### src/rtl/sent_tx_pkg.sv
package sent_tx_pkg;

    typedef enum logic [2:0] {
        ST_IDLE,
        ST_SYNC,
        ST_STATUS,
        ST_DATA,
        ST_CRC,
        ST_PAUSE
    } tx_state_e;

    localparam int          SYNC_TICKS  = 56;
    localparam int          PULSE_TICKS = 4;
    localparam int          NIB_BASE    = 12;
    localparam int          NIB_MAX     = 6;
    localparam int          DATA_W      = 4 * NIB_MAX;
    localparam logic [3:0]  CRC_SEED    = 4'b0101;
    localparam logic [3:0]  CRC_RED     = 4'b1101;

    // multiply a 4-bit residue by x^4 modulo x^4+x^3+x^2+1
    function automatic logic [3:0] crc_mulx4(input logic [3:0] c);
        logic [3:0] r;
        r = c;
        for (int i = 0; i < 4; i++) begin
            r = {r[2:0], 1'b0} ^ (r[3] ? CRC_RED : 4'b0000);
        end
        return r;
    endfunction

endpackage

### src/rtl/sent_tick_gen.sv
module sent_tick_gen #(
    parameter int TICK_W = 8
) (
    input  logic              clk,
    input  logic              rst_n,
    input  logic              run,
    input  logic              div4,
    input  logic [TICK_W-1:0] tick_len,
    output logic              tick
);
    logic [1:0]        pre_q;
    logic [TICK_W-1:0] cnt_q;
    logic [TICK_W:0]   cnt_inc;
    logic              pre_strobe;
    logic              cnt_last;

    assign pre_strobe = !div4 || (pre_q == 2'd3);
    assign cnt_inc    = {1'b0, cnt_q} + {{TICK_W{1'b0}}, 1'b1};
    assign cnt_last   = cnt_inc >= {1'b0, tick_len};
    assign tick       = run && pre_strobe && cnt_last;

    always_ff @(posedge clk) begin
        if (!rst_n || !run) begin
            pre_q <= '0;
            cnt_q <= '0;
        end else begin
            pre_q <= pre_strobe ? 2'd0 : pre_q + 2'd1;
            if (pre_strobe) begin
                cnt_q <= cnt_last ? '0 : cnt_inc[TICK_W-1:0];
            end
        end
    end
endmodule

### src/rtl/sent_crc_acc.sv
module sent_crc_acc
    import sent_tx_pkg::*;
(
    input  logic       clk,
    input  logic       rst_n,
    input  logic       clear,
    input  logic       step_en,
    input  logic [3:0] nib,
    output logic [3:0] crc_out
);
    logic [3:0] acc_q;

    always_ff @(posedge clk) begin
        if (!rst_n || clear) begin
            acc_q <= CRC_SEED;
        end else if (step_en) begin
            acc_q <= crc_mulx4(acc_q) ^ nib;
        end
    end

    // final augmentation with a zero nibble
    assign crc_out = crc_mulx4(acc_q);
endmodule

### src/rtl/sent_frame_tx.sv
module sent_frame_tx
    import sent_tx_pkg::*;
#(
    parameter int TICK_W  = 8,
    parameter int PAUSE_W = 12
) (
    input  logic               clk,
    input  logic               rst_n,
    input  logic               enable,
    input  logic               trig_mode,
    input  logic               idle_low,
    input  logic               crc_on,
    input  logic               pause_on,
    input  logic               div4,
    input  logic [2:0]         nib_count,
    input  logic [TICK_W-1:0]  tick_len,
    input  logic [PAUSE_W-1:0] pause_len,
    input  logic [3:0]         status_nib,
    input  logic [23:0]        data_nibs,
    input  logic               trig_set,
    output logic               tx_out,
    output logic               trig_pending
);
    localparam int SEG_W = (PAUSE_W > 6) ? PAUSE_W : 6;

    tx_state_e          state_q, state_d;
    logic [SEG_W-1:0]   seg_cnt_q, seg_len;
    logic [2:0]         nib_idx_q;
    logic [3:0]         snap_status;
    logic [DATA_W-1:0]  snap_data;
    logic [2:0]         snap_cnt;
    logic               snap_crc, snap_pause;
    logic [PAUSE_W-1:0] snap_pause_len;
    logic               trig_pend_q;
    logic               tick, seg_last, last_nib;
    logic               start_frame, frame_end;
    logic [3:0]         cur_nib, crc_nib;
    logic [2:0]         cnt_clamped;
    logic               pulse_on;

    sent_tick_gen #(.TICK_W(TICK_W)) tick_i (
        .clk      (clk),
        .rst_n    (rst_n),
        .run      (state_q != ST_IDLE),
        .div4     (div4),
        .tick_len (tick_len),
        .tick     (tick)
    );

    sent_crc_acc crc_i (
        .clk     (clk),
        .rst_n   (rst_n),
        .clear   (start_frame),
        .step_en ((state_q == ST_DATA) && seg_last),
        .nib     (cur_nib),
        .crc_out (crc_nib)
    );

    assign cur_nib     = snap_data[{nib_idx_q, 2'b00} +: 4];
    assign last_nib    = (nib_idx_q == snap_cnt - 3'd1);
    assign cnt_clamped = (nib_count == 3'd0) ? 3'd1 :
                         (nib_count == 3'd7) ? 3'd6 : nib_count;

    always_comb begin
        unique case (state_q)
            ST_SYNC:   seg_len = SEG_W'(SYNC_TICKS);
            ST_STATUS: seg_len = SEG_W'(NIB_BASE) + SEG_W'(snap_status);
            ST_DATA:   seg_len = SEG_W'(NIB_BASE) + SEG_W'(cur_nib);
            ST_CRC:    seg_len = SEG_W'(NIB_BASE) + SEG_W'(crc_nib);
            ST_PAUSE:  seg_len = SEG_W'(snap_pause_len);
            default:   seg_len = SEG_W'(SYNC_TICKS);
        endcase
    end

    assign seg_last = tick && (seg_cnt_q == seg_len - SEG_W'(1));

    // next-state logic
    always_comb begin
        state_d     = state_q;
        start_frame = 1'b0;
        frame_end   = 1'b0;
        if (!enable) begin
            state_d = ST_IDLE;
        end else begin
            unique case (state_q)
                ST_IDLE: begin
                    if (!trig_mode || trig_pend_q) begin
                        state_d     = ST_SYNC;
                        start_frame = 1'b1;
                    end
                end
                ST_SYNC:   if (seg_last) state_d = ST_STATUS;
                ST_STATUS: if (seg_last) state_d = ST_DATA;
                ST_DATA: begin
                    if (seg_last && last_nib) begin
                        if (snap_crc)        state_d = ST_CRC;
                        else if (snap_pause) state_d = ST_PAUSE;
                        else                 frame_end = 1'b1;
                    end
                end
                ST_CRC: begin
                    if (seg_last) begin
                        if (snap_pause) state_d = ST_PAUSE;
                        else            frame_end = 1'b1;
                    end
                end
                ST_PAUSE:  if (seg_last) frame_end = 1'b1;
                default:   state_d = ST_IDLE;
            endcase
            if (frame_end) begin
                if (!trig_mode) begin
                    state_d     = ST_SYNC;
                    start_frame = 1'b1;
                end else begin
                    state_d = ST_IDLE;
                end
            end
        end
    end

    // state register
    always_ff @(posedge clk) begin
        if (!rst_n) state_q <= ST_IDLE;
        else        state_q <= state_d;
    end

    // counters, frame capture, trigger flag
    always_ff @(posedge clk) begin
        if (!rst_n) begin
            seg_cnt_q      <= '0;
            nib_idx_q      <= '0;
            snap_status    <= '0;
            snap_data      <= '0;
            snap_cnt       <= 3'd1;
            snap_crc       <= 1'b0;
            snap_pause     <= 1'b0;
            snap_pause_len <= '0;
            trig_pend_q    <= 1'b0;
        end else begin
            trig_pend_q <= enable && ((trig_set && trig_mode) ||
                                      (trig_pend_q && !frame_end));
            if (state_d == ST_IDLE) begin
                seg_cnt_q <= '0;
                nib_idx_q <= '0;
            end else if (start_frame || seg_last) begin
                seg_cnt_q <= '0;
                if (start_frame)                nib_idx_q <= '0;
                else if (state_q == ST_DATA)    nib_idx_q <= nib_idx_q + 3'd1;
            end else if (tick) begin
                seg_cnt_q <= seg_cnt_q + SEG_W'(1);
            end
            if (start_frame) begin
                snap_status    <= status_nib;
                snap_data      <= data_nibs;
                snap_cnt       <= cnt_clamped;
                snap_crc       <= crc_on;
                snap_pause     <= pause_on;
                snap_pause_len <= pause_len;
            end
        end
    end

    // outputs
    always_comb begin
        pulse_on     = (state_q != ST_IDLE) && (seg_cnt_q < SEG_W'(PULSE_TICKS));
        tx_out       = pulse_on ? idle_low : !idle_low;
        trig_pending = trig_pend_q;
    end

endmodule

### config.mk
export PLATFORM = sky130hd
export DESIGN_NAME = sent_frame_tx
export DESIGN_NICKNAME = d
export VERILOG_FILES = /design/src/rtl/sent_tx_pkg.sv /design/src/rtl/sent_tick_gen.sv /design/src/rtl/sent_crc_acc.sv /design/src/rtl/sent_frame_tx.sv
export SDC_FILE = /design/constraint.sdc
export NUM_CORES = 1
export LEC_CHECK = 0
export ABC_AREA = 1
export BUFFER_PORTS_ARGS = -buffer_cell sky130_fd_sc_hd__buf_2
export CORE_ASPECT_RATIO = 0.8
export CORE_MARGIN = 2
export CORE_UTILIZATION = 55
export CTS_BUF_LIST = sky130_fd_sc_hd__clkbuf_4 sky130_fd_sc_hd__clkbuf_8
export CTS_CLUSTER_DIAMETER = 50
export CTS_CLUSTER_SIZE = 24
export DETAILED_ROUTE_END_ITERATION = 12
export PLACE_DENSITY_LB_ADDON = 0.25
export SLEW_MARGIN = 30
export SYNTH_ARGS = -nofsm -noshare
export SYNTH_HDL_FRONTEND = slang
export SYNTH_SLANG_ARGS = --single-unit
### constraint.sdc
create_clock -name clk -period 4.3 [get_ports clk]
set_input_delay 0.86 -clock clk [delete_from_list [all_inputs] [get_ports clk]]
set_output_delay 0.86 -clock clk [all_outputs]
set_load 0.005 [all_outputs]
After elaboration in Yosys (flattened, before gate mapping)
Cells that the tools add are included.

operators by class
  magnitude comparators = 2
  reduce and logical (&&, ||, !) cells = 30
  div/mod/pow operators = 0
  eq/ne operators = 9
  multipliers = 0
  mux-type cells = 35
  add/sub/neg operators = 9
  bitwise logic cells = 6
  shift-type cells = 1

operators by type and width
  kind                                                                    number
  12-bit one-hot mux with 4 select lines                                  1
  3-bit 2-to-1 mux                                                        13
  24-bit by 6-bit variable part select with 4-bit output                  1
  4-bit bitwise XOR                                                       5
  3-bit one-hot mux with 6 select lines                                   1
  4-bit 2-to-1 mux                                                        4
  4-bit by 4-bit adder with 5-bit output (first input constant)           3
  1-bit 2-to-1 mux                                                        14
  12-bit by 1-bit adder with 12-bit output (second input constant)        1
  12-bit equality test                                                    1
  12-bit by 3-bit < comparator with 1-bit output (second input constant)  1
  12-bit by 1-bit subtractor with 12-bit output (second input constant)   1
  8-bit by 1-bit adder with 9-bit output (second input constant)          1
  3-bit equality test (second input constant)                             3
  9-bit by 8-bit greater-or-equal comparator with 1-bit output            1
  1-bit logical AND                                                       9
  3-bit logical NOT                                                       3
  8-bit 2-to-1 mux                                                        1
  3-bit by 2-bit equality test with 1-bit output (second input constant)  2
  1-bit logical NOT                                                       6
  1-bit logical OR                                                        6
  2-bit OR reduction                                                      2
  3-bit by 1-bit adder with 3-bit output (second input constant)          1
  3-bit by 1-bit equality test with 1-bit output (second input constant)  1
  10 further kinds                                                        10

word-level totals
  bits in registers = 78
  memories kept = 0
  word-level logic and storage cells = 105
  ROM bits = 0
  input port bits = 60
  memory bits (writable) = 0
  bits in latches = 0
  output and inout port bits = 2

Depth between registers and ports, before layout
  word-level depth = 22
  mapped depth = 32
  gate-level depth less buffers = 30

Cells and area by module
Synthesis repeated with hierarchy kept, for this count alone.

unflattened totals
  cell total of the unflattened synthesis = 733
  area, all modules = 4,954.8 sq um

by module, submodules not included
  module         seq. area each (sq um)  cells an instance  times used  area an instance (sq um)
  sent_frame_tx  1,281.2                 551                1           3,796.1
  sent_tick_gen  200.2                   121                1           794.5
  sent_crc_acc   80.1                    61                 1           364.1

Least setup slack after synthesis
Ideal clock, no wire load.

  kind = register to register
  start = register tick_i.cnt_q[0]
  end = register snap_status[2]
  stages on the path, launching flop included = 28
  setup time = 132 ps
  data required time = 4,168 ps
  arrival time = 3,326 ps
  slack = 841 ps
  buffers on the path = 2
  period minus slack after synthesis = 3,459 ps
  cell sequence = dfxtp_1 -> inv_1 -> nor3_1 -> nand3_1 -> nor3_1 -> xor2_1 -> ha_1 -> nand3_1 -> nor3_1 -> nand2_1 -> nand3_1 -> nand2_1 -> inv_1 -> nand2_1 -> nor2_1 -> nand2_1 -> nor2_2 -> nand2_1 -> nor2_4 -> nand2_4 -> nor2_4 -> nand2_4 -> nand2_8 -> inv_2 -> buf_6 -> buf_4 -> nand2_1 -> a21oi_1

between the ends
  longest elaborated chain between the ends = 10
  elaborated cells between the ends (all ways) = 12
  those cells by class = 1 x add/sub; 1 x order compare; 7 x mux; 3 x reduce/logical

RTL lines
  item                                                            line                  RTL
  start, declared                                                 sent_tick_gen.sv:12   logic [TICK_W-1:0] cnt_q;
  start signal, assigned                                          sent_tick_gen.sv:29   cnt_q <= cnt_last ? '0 : cnt_inc[TICK_W-1:0];
  8-bit by 1-bit adder with 9-bit output *                        sent_tick_gen.sv:18   assign cnt_inc = {1'b0, cnt_q} + {{TICK_W{1'b0}}, 1'b1};
  9-bit by 8-bit greater-or-equal comparator with 1-bit output *  sent_tick_gen.sv:19   assign cnt_last = cnt_inc >= {1'b0, tick_len};
  1-bit logical AND *                                             sent_tick_gen.sv:20   assign tick = run && pre_strobe && cnt_last;
  1-bit logical AND *                                             sent_frame_tx.sv:75   assign seg_last = tick && (seg_cnt_q == seg_len - SEG_W'(1));
  1-bit logical AND                                               sent_frame_tx.sv:95   if (seg_last && last_nib) begin
  1-bit 2-to-1 mux                                                sent_frame_tx.sv:95
  1-bit one-hot mux with 3 select lines *                         sent_frame_tx.sv:85   unique case (state_q)
  1-bit 2-to-1 mux *                                              sent_frame_tx.sv:82   if (!enable) begin
  1-bit 2-to-1 mux *                                              sent_frame_tx.sv:110  if (frame_end) begin
  1-bit 2-to-1 mux *                                              sent_frame_tx.sv:82
  end signal, assigned                                            sent_frame_tx.sv:153  snap_status <= status_nib;
  end, declared                                                   sent_frame_tx.sv:29   logic [3:0] snap_status;

Every way passes the cells marked *; elsewhere a longest branch is shown, timed or not. The select of a mux whose other input is x is not followed.
A chain may end at the register's enable or synchronous reset.

Worst setup path in the final report
  start = register tick_i.cnt_q[0]
  end = register snap_pause_len[1]

between the ends
  longest elaborated chain between the ends = 10
  elaborated cells between the ends (all ways) = 12
  those cells by class = 1 x add/sub; 1 x order compare; 7 x mux; 3 x reduce/logical

RTL lines
  item                                                            line                  RTL
  8-bit by 1-bit adder with 9-bit output *                        sent_tick_gen.sv:18
  9-bit by 8-bit greater-or-equal comparator with 1-bit output *  sent_tick_gen.sv:19
  1-bit logical AND *                                             sent_tick_gen.sv:20
  1-bit logical AND *                                             sent_frame_tx.sv:75
  1-bit logical AND                                               sent_frame_tx.sv:95
  1-bit 2-to-1 mux                                                sent_frame_tx.sv:95
  1-bit one-hot mux with 3 select lines *                         sent_frame_tx.sv:85
  1-bit 2-to-1 mux *                                              sent_frame_tx.sv:82
  1-bit 2-to-1 mux *                                              sent_frame_tx.sv:110
  1-bit 2-to-1 mux *                                              sent_frame_tx.sv:82
  end signal, assigned                                            sent_frame_tx.sv:158  snap_pause_len <= pause_len;
  end, declared                                                   sent_frame_tx.sv:33   logic [PAUSE_W-1:0] snap_pause_len;

Marked as above.

==> flow_summary_export.csv <==
group,metric,value,unit
run_status,status,"finished clean",
logic_synthesis,synthesis.nets,829,
sta,worst_pin_slew,0.582,ns
logic_synthesis,syn_inst,754,
logic_synthesis,yosysWarnings,0,
clocking,clock_latency,0.35,ns
power_and_ir_drop,p_clk_share,44.7,%
setup_path,r2r_cells,28,
sta,setup_viol,0,
logic_synthesis,ys_seq_area_share,31.0,%
layout,final_cell_mix,"nand2_1, inv_1, dfxtp_1, buf_2, nor2_1",
logic_synthesis,synth_cell_type_count,43,
global_route,grt_use_met1,36.8,%
global_route,grt_antenna_before_repair,0,
logic_synthesis,yosys-top-cells-area,"dfxtp_1, nand2_1, inv_1, xor2_1, a21oi_1",
layout,final_common_cell,"nand2_1",
worst_hold_path,min_path_type,"reg2reg",
setup_path,crit_arrival,4.22,ns
global_route,grt.overflow.total,0,
clocking,htree_levels,3,
setup_path,cp_slowest_stage_delay,0.38,ns
placed_design,place_congestion,0.944,
power_and_ir_drop,power.share.switching,23.1,%
global_route,grt_start_max_net_pins,39,
layout,fill_cells,814,
setup_path,critPathKind,"reg2reg",
logic_synthesis,syn_area_per_cell,6.69,sq um
layout,antenna_cells,0,
power_and_ir_drop,p_int,1290,uW
layout,final_cell_area,5750,sq um
sta,finalHoldViolations,0,
placed_design,placed_area,5420,sq um
setup_path,crit_path_end_kind,"flop",
setup_path,crit_start,"tick_i.cnt_q[0]",
power_and_ir_drop,power_frac_comb,9.8,%
setup_path,endpoint,"snap_pause_len[1]",
detailed_routing,drcViolationCount,0,
floorplan,die_w,111,um
logic_synthesis,yosys.area.top_type_share,31.0,%
placed_design,dp_hpwl,9.73,mm
power_and_ir_drop,p_sw,388,uW
sta,slew_headroom,61.2,%
setup_path,r2r-end,"snap_pause_len[1]",
detailed_routing,ant_nets,0,
sta,fin_skew,0.0101,ns
global_route,use_met2,39.4,%
logic_synthesis,synth_area,5040,sq um
sta,slew_viol_final,0,
layout,drive_above_1_share,18.5,%
detailed_routing,drt-total-wl,12.6,mm
setup_path,crit_top_cell,"nand2_1",
logic_synthesis,ys_seq_elements,78,
global_route,top_usage_layer,"met2",
power_and_ir_drop,power.share.sequential,45.5,%
detailed_routing,firstDrtPassIters,5,
floorplan,ios,62,
global_route,grt_pass1_vias,4392,
clocking,max-clock-path-buffers,2,
floorplan,die_y,89.7,um
setup_path,crit_slowest_cell,"dfxtp_1",
sta,fin_crit,3.98,ns
detailed_routing,wl_per_cell,13.5,um
sta,period_share,92.5,%
placed_design,io_buffers,61,
layout,syn_to_final_growth,14.0,%
clocking,root_buffer,"clkbuf_8",
floorplan,design.core.area,9000,sq um
flow_run,drv_cap,0,
clocking,cts_tree,"done",
detailed_routing,drtIter0Drc,435,
global_route,grt_pass1_wl,20.6,mm
floorplan,initial_core_util,56.0,%
logic_synthesis,synth_edf_count,0,
floorplan,row_count,31,
logic_synthesis,synth_ff_type,"dfxtp_1",
setup_path,crit_fanout,28,
logic_synthesis,synthArstFlopShare,0,%
setup_path,r2r-start,"tick_i.cnt_q[0]",
detailed_routing,via_per_inst,5.25,
power_and_ir_drop,power.leakage,0.00263,uW
global_route,grt_use_total,25.7,%
setup_path,start_kind,"flop",
global_route,use_met3,5.23,%
sta,tns,0,ns
setup_path,r2r_setup_slack,0.32,ns
logic_synthesis,yosysTopAreaCell,"dfxtp_1",
power_and_ir_drop,peakVddDrop,221,uV
setup_path,crit_required,4.54,ns
clocking,path_clk_slew,0.08,ns
layout,fin_nets,890,
clocking,cts_buffers,9,
clocking,cts_sinks,78,
floorplan,die_area,9960,sq um
power_and_ir_drop,power_density,292,nW/um^2
detailed_routing,vias,4907,
sta,max_freq,251,MHz
==> state kept, by name, indices dropped and copies added, names as in the netlist, 4 cells and up <==
signal          cells
snap_data          24
seg_cnt_q          12
crc_i.acc_q         4
snap_status         4
snap_pause_len     12
tick_i.cnt_q        8
==> area by class of cell <==
class,count,area (sq um),area share [%]
Clock buffer,11,151,2.63
Clock inverter,5,129,2.24
Inverter,122,460,8.01
Multi-Input combinational cell,536,2920,50.8
Sequential cell,78,1560,27.1
Tap cell,115,144,2.50
Timing Repair Buffer,68,383,6.66
==> routing by layer <==
| layer | part of all wire, % | up-vias |
|---|---|---|
| met5 | 0 | - |
| met4 | 2.0 | 0 |
| met3 | 8.0 | 25 |
| met2 | 42 | 170 |
| met1 | 48 | 2199 |
| li1 | - | 2513 |
==> cells by family after synthesis <==
kind of cell	Yosys count	share of synthesized area (%)
adder cells (fa/ha/maj)	15	3.72
flip-flops	78	31.0
AND/OR/NAND/NOR	364	33.8
buffers and inverters	141	11.8
XOR/XNOR	41	7.12
AO/OA/AOI/OAI	115	12.7
==> Yosys cell counts, types with 4 or more instances <==
library cell and number:
buf_2 4, nor2_2 17, nor2_1 58, ha_1 15, buf_6 5, xor2_1 35, nand3b_1 4, xnor2_1 6
nand4_1 11, o211ai_1 8, dfxtp_1 78, nor2_4 6, inv_2 15, nand3_1 48, nand2_1 183, nor3_1 10
nand2_2 11, o21ai_0 43, inv_1 105, clkbuf_1 7, a21oi_1 51
==> worst min-delay path by stage <==
| stage | from | endpoint | slack (ns) | cells past startpoint |
|---|---|---|---|---|
| floorplan | tick_i.pre_q[0] | tick_i.pre_q[0] | 0.40 | 1 |
| global placement | tick_i.pre_q[0] | tick_i.pre_q[0] | 0.41 | 1 |
| detailed placement | tick_i.pre_q[0] | tick_i.pre_q[0] | 0.42 | 1 |
| CTS | tick_i.pre_q[0] | tick_i.pre_q[0] | 0.43 | 1 |
| global route | tick_i.pre_q[0] | tick_i.pre_q[0] | 0.47 | 1 |
| finish | tick_i.pre_q[0] | tick_i.pre_q[0] | 0.42 | 1 |
==> power by group through the flow <==
stage / Sequential (uW) / Combinational, uW / Clock (uW)
3_3_place_gp: 780 / 154 / 0
4_1_cts: 764 / 160 / 756
2_1_floorplan: 776 / 109 / 0
3_5_place_dp: 781 / 159 / 0
5_1_grt: 767 / 188 / 788
6_report: 765 / 165 / 752
==> timing repair <==
action | 4_1_cts | 5_1_grt
buffers inserted | 0 | 1
setup endpoints to repair | 0 | 62
gates resized for setup | 0 | 10
hold buffers | 0 | 0
==> per-stage QoR <==
step	util [%]	worst slack (ns)	hold slack (ns)	power (uW)	instances
floorplan	-	0.841	0.399	885	754
global placement	60.2	0.286	0.409	934	917
detailed placement	60.2	0.192	0.418	940	917
CTS	63.3	0.146	0.429	1680	933
global route	63.9	-0.0324	0.471	1740	935
finish	63.9	0.322	0.425	1680	935
==> critical path, delay by kind of cell, from the launching register on <==
kind                     cells  cell delay [ns]
AO/OA/AOI/OAI                2             0.21
XOR/XNOR                     1             0.18
adder cells (fa/ha/maj)      2             0.50
buffers and inverters        5             0.63
flip-flops                   1             0.38
AND/OR/NAND/NOR             18             1.95
No activity file was read; power rests on OpenSTA's default activity.
